File: config.mk
export PLATFORM = sky130hd
export DESIGN_NAME = alsu_core
export DESIGN_NICKNAME = d
export VERILOG_FILES = /design/src/rtl/alsu_core.sv
export SDC_FILE = /design/constraint.sdc
export NUM_CORES = 1
export LEC_CHECK = 0
export BUFFER_PORTS_ARGS = -buffer_cell sky130_fd_sc_hd__buf_2
export CAP_MARGIN = 40
export CORE_MARGIN = 2
export CORE_UTILIZATION = 45
export DETAILED_ROUTE_END_ITERATION = 7
export MAX_ROUTING_LAYER = met4
export PLACE_DENSITY = 0.82
export SYNTH_ARGS = -nofsm -noshare
export SYNTH_HDL_FRONTEND = slang
export SYNTH_SLANG_ARGS = --single-unit
File: constraint.sdc
create_clock -name vclk -period 7.7
set_clock_uncertainty 0.15 [all_clocks]
set_input_delay 0.77 -clock vclk [all_inputs]
set_output_delay 0.77 -clock vclk [all_outputs]
set_load 0.02 [all_outputs]
File: src/rtl/alsu_core.sv
`timescale 1ns/1ps
module alsu_core #(
  parameter int N = 8
) (
  input  logic [N-1:0] a_i,
  input  logic [N-1:0] b_i,
  input  logic [3:0]   sel_i,
  input  logic         cin_i,
  input  logic         shr_in_i,
  input  logic         shl_in_i,
  output logic [N-1:0] f_o,
  output logic         cout_o
);

  localparam logic [1:0] SEC_ARITH = 2'b00;
  localparam logic [1:0] SEC_LOGIC = 2'b01;
  localparam logic [1:0] SEC_SHR   = 2'b10;
  localparam logic [1:0] SEC_SHL   = 2'b11;

  logic [1:0]   sec;
  logic [1:0]   fn;
  logic [N-1:0] y;
  logic [N:0]   c;
  logic [N-1:0] sum;
  logic [N-1:0] lgc;
  logic [N-1:0] shr;
  logic [N-1:0] shl;

  assign sec = sel_i[3:2];
  assign fn  = sel_i[1:0];

  always_comb begin
    unique case (fn)
      2'b00:   y = '0;
      2'b01:   y = b_i;
      2'b10:   y = ~b_i;
      default: y = '1;
    endcase
  end

  assign c[0] = cin_i;
  for (genvar i = 0; i < N; i++) begin : g_fa
    assign sum[i]   = a_i[i] ^ y[i] ^ c[i];
    assign c[i+1]   = (a_i[i] & y[i]) | (c[i] & (a_i[i] ^ y[i]));
  end

  always_comb begin
    unique case (fn)
      2'b00:   lgc = a_i & b_i;
      2'b01:   lgc = a_i | b_i;
      2'b10:   lgc = a_i ^ b_i;
      default: lgc = ~a_i;
    endcase
  end

  assign shr = {shr_in_i, a_i[N-1:1]};
  assign shl = {a_i[N-2:0], shl_in_i};

  always_comb begin
    unique case (sec)
      SEC_ARITH: f_o = sum;
      SEC_LOGIC: f_o = lgc;
      SEC_SHR:   f_o = shr;
      default:   f_o = shl;
    endcase
  end

  assign cout_o = (sec == SEC_ARITH) & c[N];

  always_comb begin
    if (sec == SEC_ARITH) begin

      arith_sum_chk: assert ({cout_o, f_o} ==
                             ({1'b0, a_i} + {1'b0, y} + (N+1)'(cin_i)));
    end
    if (sel_i == 4'b0010 && cin_i) begin

      sub_inverse_chk: assert (N'(f_o + b_i) == a_i);
    end
    if (sel_i == 4'b0111) begin

      not_a_chk: assert (f_o == ~a_i && !cout_o);
    end
    if (sec == SEC_SHR) begin

      shr_path_chk: assert (f_o[N-1] == shr_in_i && f_o[N-2:0] == a_i[N-1:1]);
    end
    if (sec == SEC_SHL) begin

      shl_path_chk: assert (f_o[0] == shl_in_i && f_o[N-1:1] == a_i[N-2:0]);
    end
  end

endmodule

==> flow_summary_export.csv, run 1 <==
group,metric,value,unit
outcome,status,"complete, no violations",
grt,overflow,0,
cells_and_area,multi_input_area,822,sq um
job,cap_violations,0,
grt,grt_max_degree,17,
power,power_frac_comb,1.000,
sta,rsz0062_at_grt,"false",
worst_setup_path,worstPathArrival,4.54,ns
routing,vias,865,
routing,via_per_inst,5.47,
cells_and_area,area.sequential,0,sq um
cells_and_area,fillerInstances,185,
sta,maxSlewViolCount,0,
worst_setup_path,worstPathRequired,6.78,ns
cells_and_area,nClkBuffers,0,
logic_synthesis,ys_warn_count,0,
worst_setup_path,crit_path_start_kind,"input pin",
power,ir_drop,0.0000280,V
routing,drc_errors,0,
sta,tightest_slew,0.661,ns
die,die_area,2580,sq um
cells_and_area,layout.nets,180,
die,num_rows,16,
grt,antenna_found_initial,0,
worst_setup_path,worstSetupPathType,"input pin to primary output",
sta,finalHoldViolCount,0,
worst_setup_path,worst_setup_path_end_kind,"primary output",
routing,ant_nets,0,
sta,holdWs,1.75,ns
power,p_clk_frac,0,
worst_setup_path,worst_path_most_repeated_cell,"fa_1",
cells_and_area,area_growth,16.3,%
cells_and_area,nFlopsAndLatches,0,
die,fp.dieH,50.8,um
sta,period_share,0.709,
routing,wl_per_cell,13.8,um
logic_synthesis,yosys-top-cells-area,"ha_1 20%, fa_1 16%, inv_1 13%, mux4_2 11%, mux4_1 8.0%",
power,p_per_area,66.4,nW/um^2
sta,max_freq,183,MHz
logic_synthesis,synth_area,983,sq um
die,die_x,50.8,um
logic_synthesis,yosys.area.top_type,"ha_1",
sta,relSlewSlack,0.558,
routing,first_iter_violations,49,
cells_and_area,drive_gt1_frac,0.336,
placement,dpl.cell_count,158,
worst_setup_path,critPathMaxStageDelay,0.41,ns
grt,grt_pass1_vias,863,
sta,fin_ws,2.24,ns
worst_setup_path,crit_family,"adder cells",
power,p_int,0.0344,mW
worst_setup_path,critPathMaxFanout,16,
min_path,hp-class,"input pin to primary output",
clock_tree,cts_resized,0,
placement,dp_slack,2.26,ns
die,coreArea,2000,sq um
cells_and_area,layout_common_cells,"34 x inv_1, 32 x buf_2, 16 x ha_1",
sta,min_period,5.46,ns
placement,port_buffers,32,
cells_and_area,final_cells,158,
logic_synthesis,ys_seq_area_frac,0,
sta,setup_tns,0,ns
routing,dr.pass1.iters,7,
logic_synthesis,synth.distinct_cells,22,
routing,totalWireLength,2.17,mm
power,p_sw,0.0415,mW
clock_tree,cts_setup_buffers,0,
logic_synthesis,syn_avg_cell_area,9.46,sq um
clock_tree,cts_hold_buf,0,
die,initial_core_util,0.491,
grt,grtUsageTotal,0.194,
power,p_leak,0.627,nW
logic_synthesis,syn_inst,104,
power,netSwitchingFraction,0.547,
cells_and_area,mostFrequentLayoutCell,"inv_1",
placement,routabilityCongestion,0.893,
worst_setup_path,worstPathCellList,"buf_2, mux2_2, fa_1, fa_1, inv_1, fa_1, fa_1, inv_1, fa_1, fa_1, fa_1, inv_1, fa_1, nand2_1, o211a_1, buf_2",
sta,setup-violations-final,0,
power,power,0.0759,mW
placement,hpwl,1.83,mm
grt,grt_pass1_wl,3.84,mm
worst_setup_path,cp_slowest_cell,"fa_1",
cells_and_area,n_antenna_cell,0,
logic_synthesis,post-synth-top-area-fraction,0.204,
die,ios,32,
worst_setup_path,timing.critical_path.buf_inv,5,
power,pwr-share-seq,0,
logic_synthesis,synthesis.nets,151,
[synth_stat cells (2+ instances only)]
cell type	number
inv_1	34
mux2i_1	3
mux2_2	5
fa_1	8
ha_1	16
a221oi_2	2
clkbuf_1	3
nand2_1	2
nand2b_1	2
nor2b_1	2
mux4_2	5
a222oi_1	5
o22ai_1	2
mux4_1	3
o21ai_0	4
buf_6	2
[final cells by class]
| cell class | instances | share of cell area |
|---|---|---|
| timing repair buffer | 32 | 0.140 |
| tap | 27 | 0.0295 |
| multi-input combinational | 65 | 0.719 |
| inverter | 34 | 0.112 |
[stage by stage]
stage,area (sq um),utilization
global route,1140,0.571
finish,1140,0.571
global placement,1140,0.571
CTS,1140,0.571
floorplan,983,-
detailed placement,1140,0.571
[per-layer routing]
metal,wire length [um],up-vias,track usage
li1,-,413,-
met1,893,416,0.257
met2,1140,36,0.340
met3,141,0,0.00595
met4,0,0,0.0270
met5,0,-,-
[final timing paths]
kind / startpoint / to / slack [ns] / cells after the start
worst max-delay path: sel_i[1] / f_o[7] / 2.24 / 16
worst min-delay path: sel_i[2] / cout_o / 1.75 / 3
[cells by family (layout without fill, tap and decap cells)]
| kind of cell | count (synthesis) | in the layout | synth area share |
|---|---|---|---|
| mux | 16 | 16 | 0.282 |
| fa+ha+maj | 24 | 24 | 0.366 |
| compound gates | 16 | 16 | 0.139 |
| simple gates | 9 | 9 | 0.0483 |
| buf+inv | 39 | 66 | 0.164 |
[power groups by stage]
stage	logic, mW	clock network [mW]	registers, mW
finish	0.0759	0	0
global placement	0.0718	0	0
floorplan	0.0510	0	0
global route	0.0852	0	0
detailed placement	0.0762	0	0
CTS	0.0766	0	0
Note: power is estimated with default switching activity, not from simulation.
==> run 2: changes to the inputs <==
==> constraint.sdc (replaced) <==
create_clock -name vclk -period 5.2
set_clock_uncertainty 0.15 [all_clocks]
set_input_delay 0.52 -clock vclk [all_inputs]
set_output_delay 0.52 -clock vclk [all_outputs]
set_load 0.02 [all_outputs]
==> flow_summary_export.csv, run 2 (synthesis results as in run 1) <==
group,metric,value,unit
outcome,status,"complete, no violations",
cells_and_area,utilization,0.579,
sta,min_period,4.84,ns
routing,vias,857,
grt,overflow,0,
grt,grt_max_degree,16,
clock_tree,cts_resized,0,
routing,dr.pass1.iters,4,
routing,ant_nets,0,
cells_and_area,mostFrequentLayoutCell,"inv_1",
cells_and_area,area_growth,17.8,%
worst_setup_path,critPathMaxFanout,3,
cells_and_area,n_antenna_cell,0,
sta,relSlewSlack,0.563,
worst_setup_path,worstSetupPathType,"input pin to primary output",
job,cap_violations,0,
worst_setup_path,timing.critical_path.buf_inv,5,
placement,hpwl,1.75,mm
die,fp.dieH,50.8,um
cells_and_area,nFlopsAndLatches,0,
cells_and_area,finalInstanceArea,1160,sq um
routing,wl_per_cell,13.2,um
sta,maxSlewViolCount,0,
cells_and_area,area.sequential,0,sq um
routing,via_per_inst,5.36,
sta,finalHoldViolCount,0,
sta,fin_ws,0.356,ns
die,initial_core_util,0.491,
sta,period_share,0.931,
grt,grtUsageTotal,0.185,
die,ios,32,
cells_and_area,nClkBuffers,0,
worst_setup_path,cp_slowest_cell,"fa_1",
worst_setup_path,crit_family,"adder cells",
die,die_x,50.8,um
worst_setup_path,worst_path_most_repeated_cell,"fa_1",
power,p_per_area,96.3,nW/um^2
clock_tree,cts_setup_buffers,0,
sta,tightest_slew,0.652,ns
routing,totalWireLength,2.11,mm
grt,antenna_found_initial,0,
min_path,hp-class,"input pin to primary output",
cells_and_area,layout_common_cells,"34 x inv_1, 32 x buf_2, 16 x ha_1",
worst_setup_path,worstPathRequired,4.53,ns
cells_and_area,drive_gt1_frac,0.346,
power,p_leak,0.637,nW
placement,port_buffers,32,
worst_setup_path,worst_setup_path_end_kind,"primary output",
worst_setup_path,critPathMaxStageDelay,0.40,ns
placement,dp_slack,0.345,ns
placement,dpl_cell_area,1160,sq um
cells_and_area,fillerInstances,177,
routing,first_iter_violations,20,
placement,routabilityCongestion,0.888,
sta,setup_tns,0,ns
sta,rsz0062_at_grt,"false",
clock_tree,cts_hold_buf,0,
routing,drc_errors,0,
grt,grt_pass1_wl,3.72,mm
sta,setup-violations-final,0,
worst_setup_path,crit_path_start_kind,"input pin",
sta,max_freq,206,MHz
worst_setup_path,worstPathArrival,4.17,ns
die,die_area,2580,sq um
power,ir_drop,0.0000413,V
worst_setup_path,worstPathCellList,"buf_2, mux2_2, fa_1, fa_1, inv_1, fa_1, fa_1, inv_1, fa_1, fa_1, fa_1, inv_1, fa_1, nand2_1, o211a_1, buf_2",
cells_and_area,layout.nets,182,
die,num_rows,16,
die,coreArea,2000,sq um
grt,grt_pass1_vias,926,
==> run 2: cell types whose count changed in the layout (fill, tap and decap cells not counted), sizes merged <==
cell	previous run	this run
buf	32	34
==> run 2: worst paths after layout <==
kind | slack, ns | from | depth (start not counted) | endpoint
worst max-delay path | 0.36 | b_i[0] | 16 | f_o[7]
worst min-delay path | 1.25 | shl_in_i | 4 | f_o[0]
==> run 2: area by class of cell <==
cell class / count / area (sq um) / share of cell area
well taps: 27 / 33.8 / 0.0292
multi-input cells: 65 / 822 / 0.710
repair buffers: 34 / 175 / 0.151
inverters: 34 / 128 / 0.110
==> run 2: power breakdown <==
group	internal, mW	leakage [nW]	switching [mW]	total (mW)
sequential	0	0	0	0
clock	0	0	0	0
combinational	0.0512	0.637	0.0604	0.112
total	0.0512	0.637	0.0604	0.112
==> run 2: worst min-delay path: stages <==
cell,delay [ns]
buf_2,0.08
a222oi_1,0.05
o21ai_0,0.07
buf_2,0.16
==> run 2: layer usage <==
layer / up-vias / GRT usage / routed length (um)
met2: 21 / 0.351 / 1120
met1: 420 / 0.216 / 917
met4: 0 / 0.0135 / 0
met5: - / - / 0
li1: 416 / - / -
met3: 0 / 0.0208 / 75
==> run 2: metrics by stage <==
stage | std cells | hold WS [ns] | total power [mW]
final | 160 | 1.25 | 0.112
after global placement | 160 | 1.24 | 0.107
after detailed placement | 160 | 1.25 | 0.112
after floorplan | 104 | 0.973 | 0.0756
after CTS | 160 | 1.25 | 0.112
after global routing | 160 | 1.27 | 0.125
==> run 3: changes to the inputs <==
--- a/config.mk
+++ b/config.mk
@@ -6,12 +6,11 @@
 export NUM_CORES = 1
 export LEC_CHECK = 0
 export BUFFER_PORTS_ARGS = -buffer_cell sky130_fd_sc_hd__buf_2
-export CAP_MARGIN = 40
 export CORE_MARGIN = 2
 export CORE_UTILIZATION = 45
 export DETAILED_ROUTE_END_ITERATION = 7
 export MAX_ROUTING_LAYER = met4
-export PLACE_DENSITY = 0.82
+export PLACE_DENSITY = 0.85
 export SYNTH_ARGS = -nofsm -noshare
 export SYNTH_HDL_FRONTEND = slang
 export SYNTH_SLANG_ARGS = --single-unit
==> constraint.sdc (replaced) <==
create_clock -name vclk -period 4.1
set_clock_uncertainty 0.15 [all_clocks]
set_input_delay 0.41 -clock vclk [all_inputs]
set_output_delay 0.41 -clock vclk [all_outputs]
set_load 0.02 [all_outputs]
==> flow_summary_export.csv, run 3 (synthesis results as in run 1) <==
group,metric,value,unit
placement,routabilityCongestion,0.892,
worst_setup_path,worstPathRequired,3.54,ns
cells_and_area,drive_gt1_frac,0.457,
cells_and_area,layout_common_cells,"31 x inv_1, 28 x buf_2, 16 x ha_1",
cells_and_area,mostFrequentLayoutCell,"inv_1",
sta,relSlewSlack,0.566,
outcome,status,"finished, violations left",
die,coreArea,2000,sq um
worst_setup_path,timing.critical_path.buf_inv,5,
grt,antenna_found_initial,0,
routing,wl_met2,1.36,mm
sta,period_share,1.06,
sta,fin_ws,-0.257,ns
cells_and_area,nClkBuffers,0,
die,ios,32,
grt,overflow,0,
grt,grt_pass1_wl,4.06,mm
cells_and_area,n_antenna_cell,0,
clock_tree,cts_hold_buf,0,
worst_setup_path,cp_num_cells,16,
routing,wl_met3,109,um
routing,drc_errors,0,
sta,setup-violations-final,2,
die,initial_core_util,0.491,
min_path,holdPathStages,3,
sta,maxSlewViolCount,0,
sta,finalHoldViolCount,0,
grt,grt_max_degree,16,
sta,max_freq,230,MHz
die,num_rows,16,
die,die_area,2580,sq um
power,p_leak,0.665,nW
worst_setup_path,worstSetupStartpoint,"b_i[0]",
placement,dpl_cell_area,1200,sq um
worst_setup_path,critPathMaxFanout,2,
min_path,hp-start,"sel_i[2]",
routing,dr.pass1.iters,4,
worst_setup_path,crit_end,"f_o[7]",
worst_setup_path,worst_path_most_repeated_cell,"fa_2",
cells_and_area,area_growth,27.9,%
die,die_x,50.8,um
outcome,violations,"setup timing",
routing,wl_met1,935,um
sta,min_period,4.36,ns
job,cap_violations,0,
power,p_per_area,129,nW/um^2
worst_setup_path,worstSetupPathType,"input pin to primary output",
routing,first_iter_violations,26,
routing,ant_nets,0,
worst_setup_path,critPathMaxStageDelay,0.39,ns
sta,tightest_slew,0.648,ns
routing,via_per_inst,5.48,
worst_setup_path,worst_setup_path_end_kind,"primary output",
grt,grt_pass1_vias,979,
worst_setup_path,cp_slowest_cell,"fa_1",
sta,rsz0062_at_grt,"true",
grt,grtUsageTotal,0.210,
worst_setup_path,worstPathArrival,3.80,ns
placement,port_buffers,32,
power,ir_drop,0.0000547,V
routing,top_layer_used,"met4",
routing,totalWireLength,2.44,mm
worst_setup_path,crit_path_start_kind,"input pin",
cells_and_area,finalInstanceArea,1260,sq um
min_path,hp-class,"input pin to primary output",
routing,vias,904,
routing,wl_per_cell,14.8,um
sta,setup_tns,-0.301,ns
worst_setup_path,worstPathCellList,"buf_8, mux2_4, fa_2, fa_2, inv_2, fa_2, fa_2, inv_2, fa_2, fa_2, fa_2, inv_2, fa_1, nand2_1, o211a_4, buf_6",
cells_and_area,layout.nets,187,
placement,hpwl,2.03,mm
cells_and_area,nFlopsAndLatches,0,
cells_and_area,area.sequential,0,sq um
die,fp.dieH,50.8,um
worst_setup_path,crit_family,"adder cells",
[run 3: cell count changes in the layout (fill, tap and decap cells not counted), sizes merged]
cell and delta:
buf +5
[run 3: what timing repair did]
| action | CTS | global route |
|---|---|---|
| endpoints found under the setup margin | 2 | 3 |
| gates resized for setup | 12 | 1 |
| buffers inserted | 1 | 1 |
| pin swaps | 3 | 3 |
[run 3: cell type report]
class | count | area [sq um]
Tap cell | 27 | 33.8
Timing Repair Buffer | 39 | 241
Fill cell | 169 | 744
Inverter | 34 | 128
Multi-Input combinational cell | 65 | 855
[run 3: how the worst min path moves through the flow]
stage,slack [ns],to
after CTS,1.03,cout_o
final,1.04,cout_o
after global placement,1.03,cout_o
after global routing,1.05,f_o[0]
after floorplan,0.75,cout_o
after detailed placement,1.03,cout_o
[run 3: metal layers]
layer / GRT usage / vias up
met5: - / -
met4: 0.0405 / 0
met3: 0.00893 / 4
met2: 0.428 / 33
met1: 0.221 / 443
li1: - / 424
[run 3: power breakdown]
part | internal (mW) | switching (mW)
clock | 0 | 0
sequential | 0 | 0
combinational | 0.0787 | 0.0837
total | 0.0787 | 0.0837
[run 3: through the flow]
step	setup slack [ns]	utilization	cells	total power [mW]	hold slack, ns
3_3_place_gp	-0.320	0.602	163	0.142	1.03
2_1_floorplan	-0.229	-	104	0.103	0.753
4_1_cts	-0.298	0.621	164	0.161	1.03
5_1_grt	-0.368	0.628	165	0.179	1.05
3_5_place_dp	-0.357	0.602	163	0.152	1.03
6_report	-0.257	0.628	165	0.162	1.04
